[src/rtl/rtc_pkg.sv]
`timescale 1ns/1ps
package rtc_pkg;
  localparam int ADDR_W = 3;

  typedef enum logic [ADDR_W-1:0] {
    A_PRE     = 3'd0,
    A_RELOAD  = 3'd1,
    A_LOW     = 3'd2,
    A_HIGH    = 3'd3,
    A_SUBCTL  = 3'd4,
    A_NODECTL = 3'd5
  } rtc_addr_e;

  // subnode control bit positions
  localparam int SB_RTC_REQ = 0;
  localparam int SB_RTC_EN  = 1;
  localparam int SB_EXT_REQ = 2;
  localparam int SB_EXT_EN  = 3;
  localparam int SB_W       = 4;

  // node control bit positions
  localparam int NB_REQ = 0;
  localparam int NB_EN  = 1;
  localparam int NB_W   = 2;
endpackage

[src/rtl/rtc_prescaler.sv]
`timescale 1ns/1ps
module rtc_prescaler #(
  parameter int W = 16
) (
  input  logic         clk,
  input  logic         rst_n,
  input  logic         tick,
  input  logic         wr_cnt,
  input  logic         wr_rel,
  input  logic [W-1:0] wdata,
  output logic [W-1:0] cnt,
  output logic [W-1:0] reload,
  output logic         ovf
);
  logic [W-1:0] cnt_d;
  logic         cnt_en;
  logic [W-1:0] reload_d;
  logic         reload_en;

  assign ovf = tick & (&cnt) & ~wr_cnt;

  always_comb begin
    cnt_en = wr_cnt | tick;
    if (wr_cnt)   cnt_d = wdata;
    else if (ovf) cnt_d = reload;
    else          cnt_d = cnt + W'(1);
    reload_en = wr_rel;
    reload_d  = wdata;
  end

  always_ff @(posedge clk or negedge rst_n) begin
    if (!rst_n) begin
      cnt    <= '0;
      reload <= '0;
    end else begin
      if (cnt_en)    cnt    <= cnt_d;
      if (reload_en) reload <= reload_d;
    end
  end
endmodule

[src/rtl/rtc_count_stage.sv]
`timescale 1ns/1ps
module rtc_count_stage #(
  parameter int W = 16
) (
  input  logic         clk,
  input  logic         rst_n,
  input  logic         cin,
  input  logic         wr,
  input  logic [W-1:0] wdata,
  output logic [W-1:0] cnt,
  output logic         cout
);
  logic [W-1:0] cnt_d;
  logic         cnt_en;

  assign cout = cin & (&cnt) & ~wr;

  always_comb begin
    cnt_en = wr | cin;
    cnt_d  = wr ? wdata : cnt + W'(1);
  end

  always_ff @(posedge clk or negedge rst_n) begin
    if (!rst_n)      cnt <= '0;
    else if (cnt_en) cnt <= cnt_d;
  end
endmodule

[src/rtl/rtc_irq_subnode.sv]
`timescale 1ns/1ps
module rtc_irq_subnode
  import rtc_pkg::*;
(
  input  logic            clk,
  input  logic            rst_n,
  input  logic            rtc_set,
  input  logic            ext_set,
  input  logic            irq_ack,
  input  logic            sub_wr,
  input  logic [SB_W-1:0] sub_wdata,
  input  logic            node_wr,
  input  logic [NB_W-1:0] node_wdata,
  output logic [SB_W-1:0] sub_q,
  output logic [NB_W-1:0] node_q,
  output logic            irq
);
  logic [SB_W-1:0] sub_d;
  logic [NB_W-1:0] node_d;
  logic            comb_lvl;
  logic            comb_q;
  logic            comb_rise;

  always_comb begin
    comb_lvl  = (sub_q[SB_RTC_REQ] & sub_q[SB_RTC_EN]) |
                (sub_q[SB_EXT_REQ] & sub_q[SB_EXT_EN]);
    comb_rise = comb_lvl & ~comb_q;

    sub_d = sub_q;
    if (sub_wr) begin
      sub_d = sub_wdata;
    end else begin
      if (rtc_set) sub_d[SB_RTC_REQ] = 1'b1;
      if (ext_set) sub_d[SB_EXT_REQ] = 1'b1;
    end

    node_d = node_q;
    if (node_wr)        node_d = node_wdata;
    else if (comb_rise) node_d[NB_REQ] = 1'b1;
    else if (irq_ack)   node_d[NB_REQ] = 1'b0;
  end

  assign irq = node_q[NB_REQ] & node_q[NB_EN];

  always_ff @(posedge clk or negedge rst_n) begin
    if (!rst_n) begin
      sub_q  <= '0;
      node_q <= '0;
      comb_q <= 1'b0;
    end else begin
      sub_q  <= sub_d;
      node_q <= node_d;
      comb_q <= comb_lvl;
    end
  end
endmodule

[src/rtl/rtc_chain_irq.sv]
`timescale 1ns/1ps
module rtc_chain_irq
  import rtc_pkg::*;
#(
  parameter int CNT_W = 16
) (
  input  logic              clk,
  input  logic              rst_n,
  input  logic              tick_en,
  input  logic              ext_src,
  input  logic              irq_ack,
  input  logic              bus_wr,
  input  logic [ADDR_W-1:0] bus_addr,
  input  logic [CNT_W-1:0]  bus_wdata,
  output logic [CNT_W-1:0]  bus_rdata,
  output logic              irq_out
);
  localparam int NSTAGE = 2;

  // reset: asynchronous assert, synchronous release
  logic rst_meta;
  logic rst_sync_n;
  always_ff @(posedge clk or negedge rst_n) begin
    if (!rst_n) begin
      rst_meta   <= 1'b0;
      rst_sync_n <= 1'b0;
    end else begin
      rst_meta   <= 1'b1;
      rst_sync_n <= rst_meta;
    end
  end

  logic             wr_pre, wr_rel, wr_sub, wr_node;
  logic [NSTAGE-1:0] wr_stage;
  logic [CNT_W-1:0] pre_cnt, pre_reload;
  logic             pre_ovf;
  logic [NSTAGE:0]  carry;
  logic [CNT_W-1:0] stage_cnt [NSTAGE];
  logic [CNT_W-1:0] low_cnt, high_cnt;
  logic [SB_W-1:0]  sub_q;
  logic [NB_W-1:0]  node_q;

  always_comb begin
    wr_pre  = bus_wr && (bus_addr == A_PRE);
    wr_rel  = bus_wr && (bus_addr == A_RELOAD);
    wr_sub  = bus_wr && (bus_addr == A_SUBCTL);
    wr_node = bus_wr && (bus_addr == A_NODECTL);
  end

  rtc_prescaler #(.W(CNT_W)) u_pre (
    .clk    (clk),
    .rst_n  (rst_sync_n),
    .tick   (tick_en),
    .wr_cnt (wr_pre),
    .wr_rel (wr_rel),
    .wdata  (bus_wdata),
    .cnt    (pre_cnt),
    .reload (pre_reload),
    .ovf    (pre_ovf)
  );

  assign carry[0] = pre_ovf;

  for (genvar g = 0; g < NSTAGE; g++) begin : g_stage
    assign wr_stage[g] = bus_wr && (bus_addr == ADDR_W'(int'(A_LOW) + g));
    rtc_count_stage #(.W(CNT_W)) u_stage (
      .clk   (clk),
      .rst_n (rst_sync_n),
      .cin   (carry[g]),
      .wr    (wr_stage[g]),
      .wdata (bus_wdata),
      .cnt   (stage_cnt[g]),
      .cout  (carry[g+1])
    );
  end

  assign low_cnt  = stage_cnt[0];
  assign high_cnt = stage_cnt[1];

  rtc_irq_subnode u_irq (
    .clk        (clk),
    .rst_n      (rst_sync_n),
    .rtc_set    (pre_ovf),
    .ext_set    (ext_src),
    .irq_ack    (irq_ack),
    .sub_wr     (wr_sub),
    .sub_wdata  (bus_wdata[SB_W-1:0]),
    .node_wr    (wr_node),
    .node_wdata (bus_wdata[NB_W-1:0]),
    .sub_q      (sub_q),
    .node_q     (node_q),
    .irq        (irq_out)
  );

  always_comb begin
    unique case (bus_addr)
      A_PRE:     bus_rdata = pre_cnt;
      A_RELOAD:  bus_rdata = pre_reload;
      A_LOW:     bus_rdata = low_cnt;
      A_HIGH:    bus_rdata = high_cnt;
      A_SUBCTL:  bus_rdata = CNT_W'(sub_q);
      A_NODECTL: bus_rdata = CNT_W'(node_q);
      default:   bus_rdata = '0;
    endcase
  end
endmodule

[config.mk]
export PLATFORM = sky130hd
export DESIGN_NAME = rtc_chain_irq
export DESIGN_NICKNAME = d
export VERILOG_FILES = /design/src/rtl/rtc_pkg.sv /design/src/rtl/rtc_prescaler.sv /design/src/rtl/rtc_count_stage.sv /design/src/rtl/rtc_irq_subnode.sv /design/src/rtl/rtc_chain_irq.sv
export SDC_FILE = /design/constraint.sdc
export NUM_CORES = 1
export LEC_CHECK = 0
export ABC_AREA = 1
export BUFFER_PORTS_ARGS = -buffer_cell sky130_fd_sc_hd__clkbuf_2
export CORE_MARGIN = 5
export CORE_UTILIZATION = 30
export DETAILED_ROUTE_END_ITERATION = 6
export REMOVE_ABC_BUFFERS = 1
export SLEW_MARGIN = 20
export SYNTH_ARGS = -nofsm -noshare
export SYNTH_HDL_FRONTEND = slang
export SYNTH_SLANG_ARGS = --single-unit
[constraint.sdc]
create_clock -name clk -period 3 [get_ports clk]
set_input_delay 0.15 -clock clk [delete_from_list [all_inputs] [get_ports clk]]
set_output_delay 0.15 -clock clk [all_outputs]
set_load 0.02 [all_outputs]
==> out/results.txt <==
commonest non-fill, non-tap cells in the layout - nand2_1 (233), inv_1 (103), nand3_1 (86)
CP Data Arrival Time - 2.25 ns
core area - 16,500 um2
clock root cell - clkbuf_16
Tot GR Track Use - 0.165
Lkg Pwr - 2.80 nW
Setup crit start kind - flop
most common cell after layout, fill and taps aside - nand2_1
layout cell share with drive strength beyond 1 - 0.115
H-tree Lvls - 3
first-pass GRT wire length - 25,600 um
synth top area cells - dfrtp_1 (36%), nand2_1 (17%), nand3_1 (8.5%)
VDD IR max - 263 uV
pwr dens - 575 nW/um2
Max-slew headroom - 0.353
Gate Count Post-Synth - 744
outcome - complete, no violations
area leader, netlist - dfrtp_1
CTS Buf Count - 9
final wirelength - 16,000 um
Max Slew Vio Count - 0
critical path's top delay family - simple AND/OR/NAND/NOR gates
dpl hpwl - 11,800 um
Via Count - 4,936
drt pass-1 iters - 6
Synth Flop Type - dfrtp_1
CP max stage cell - dfrtp_1
unrepaired setup endpoints after global routing - no
IO buf count - 41
Critical Path RT - 3.23 ns
Distinct cells, synth - 37
Worst Max-Slew Pin Slew - 0.970 ns
design area - 5700 um2
Final Hold Viols - 0
Max Clk Rate - 0.495 GHz
Min-Delay Startpoint - ext_src
Final Setup Violations - 0
crit end category - flop
Placed Cells incl. Taps - 984
placed inst area - 5410 um2
total grt overflow - 0
Nets - 804
sequential share of the synthesized area - 0.362
#FFs+latches synth - 73
chip height - 140 um
post-CTS sizing - 0
post-layout min period - 2.02 ns
Die ar. - 19,500 um2
CTS sink count - 73
maxcap violations - 0
number of synthesized flops with an enable pin - 0
worst hold endpoint - u_irq.sub_q[2]
vias in the first global route - 4,710
critical path buffer and inverter count - 2
Final Cycle Share - 0.674
async set-reset flop share out of synthesis - 1.00
wire per inst - 16.0 um
Worst path max stage delay - 0.40 ns
critical path type - reg2reg
Avg Inst Size Synth - 6.78 um2
largest net degree at the start of global routing - 72
worst hold path depth - 3
Final Non-Filler Cells - 1,001
Area Overhead vs Synth - 12.9%
number of remaining DRC errors - 0
yosys warns - 0
n_diodes - 0
DR vias/cell - 4.93
drt first-iter violations - 445
Synth top area share - 0.362
total negative slack - 0 ns
row cnt - 47
CTS Buffer Depth - 2
R2R depth - 10
worst hold path class - in2reg
gpl congestion - 0.897
ANT nets after route - 0
clk_skew - 0.00866 ns
die span in x - 140 um
CTS tree - done
reg2reg start - u_pre.cnt[0]
clk slew on worst S/H paths - 0.06 ns
Layout fillers - 1,792
Cell Chain, Critical Path - ha_1, inv_1, nor2_2, nand2_4, inv_1, nand2_1, nor2_4, nor2_4, nand2_1, nand3_1
clock latency at the later pin of the worst-skew pair - 0.34 ns
r2r setup slk - 0.98 ns
initial core utilization - 0.305
Synth Cell Area - 5050 um2
io pins - 42
CP max FO - 16
Crit Reg-Reg Endpoint - g_stage[0].u_stage.cnt[12]
initial antenna violation count - 0
## timing repair
| item | CTS | global route |
|---|---|---|
| hold endpoints to repair | 2 | 0 |
| hold buffers | 1 | 0 |
| setup buffers | 0 | 0 |
## synth_stat cells (3+ instances only)
cell type	n
nand4_1	13
clkbuf_1	8
dfrtp_1	73
buf_6	3
xnor2_1	4
nor2_4	7
o2111ai_1	4
nand3_1	86
ha_1	3
nor3_1	5
buf_2	7
nor2_1	52
a31oi_1	5
o22ai_1	17
inv_1	103
o21ai_1	12
inv_2	7
o21ai_0	31
nand2_2	6
o221ai_1	12
nand2_1	233
buf_4	4
xor2_1	16
a21oi_1	14
nor2_2	5
nand2_4	3
## through the flow
stage | setup WS (ns) | total power [mW] | hold WS, ns | util
5_1_grt | 0.842 | 3.48 | 0.0558 | 0.345
3_3_place_gp | 0.789 | 2.20 | -0.0623 | 0.327
6_report | 0.979 | 3.28 | 0.0425 | 0.345
3_5_place_dp | 0.718 | 2.22 | -0.0584 | 0.327
2_1_floorplan | 0.817 | 1.94 | -0.146 | -
4_1_cts | 0.986 | 3.29 | 0.0364 | 0.345
## where the power goes
part / switching [mW] / internal, mW
Combinational: 0.493 / 0.286
Sequential: 0.252 / 1.18
Clock: 0.423 / 0.641
Total: 1.17 / 2.11
## logic make-up after synthesis
| family | Yosys count | share of synthesized area |
|---|---|---|
| compound gates | 99 | 0.118 |
| xor+xnor | 20 | 0.0347 |
| fa+ha+maj | 3 | 0.00744 |
| buf+inv | 134 | 0.111 |
| flops | 73 | 0.362 |
| other cells | 1 | 0.000743 |
| simple gates | 414 | 0.366 |
## worst max path at each step
stage / from / endpoint / slack, ns / depth (start not counted)
4_1_cts: u_pre.cnt[0] / g_stage[0].u_stage.cnt[11] / 0.99 / 10
6_report: u_pre.cnt[0] / g_stage[0].u_stage.cnt[12] / 0.98 / 10
5_1_grt: u_pre.cnt[0] / g_stage[0].u_stage.cnt[10] / 0.84 / 10
2_1_floorplan: rst_sync_n / g_stage[0].u_stage.cnt[0] / 0.82 / 0
3_5_place_dp: bus_addr[2] / g_stage[0].u_stage.cnt[8] / 0.72 / 10
3_3_place_gp: bus_addr[2] / g_stage[0].u_stage.cnt[12] / 0.79 / 10
## layer usage
layer	GRT usage	wire length, um
met2	0.256	7140
met1	0.235	7380
met3	0.0206	1040
met5	0	0
met4	0.0648	436
## layout make-up
class / instances / area [um2] / share of cell area
tap: 220 / 275 / 0.0483
inverter: 110 / 413 / 0.0725
timing repair buffer: 45 / 238 / 0.0417
clock buffer: 12 / 236 / 0.0415
sequential: 73 / 1830 / 0.321
clock inverter: 4 / 45.0 / 0.00791
multi-input combinational: 537 / 2660 / 0.467
## registers in the layout (all words and copies together) (netlist names)
register and flops:
u_pre.cnt 16, u_irq.node_q 2, rst_meta 1, rst_sync_n 1, u_pre.reload 16, g_stage.u_stage.cnt 32, u_irq.sub_q 4, u_irq.comb_q 1
## worst register-to-register path, stage by stage, from the launching register on
cell	delay, ns
dfrtp_1	0.40
ha_1	0.21
inv_1	0.07
nor2_2	0.15
nand2_4	0.11
inv_1	0.10
nand2_1	0.13
nor2_4	0.40
nor2_4	0.17
nand2_1	0.10
nand3_1	0.07
No activity file was read; power rests on OpenSTA's default activity.
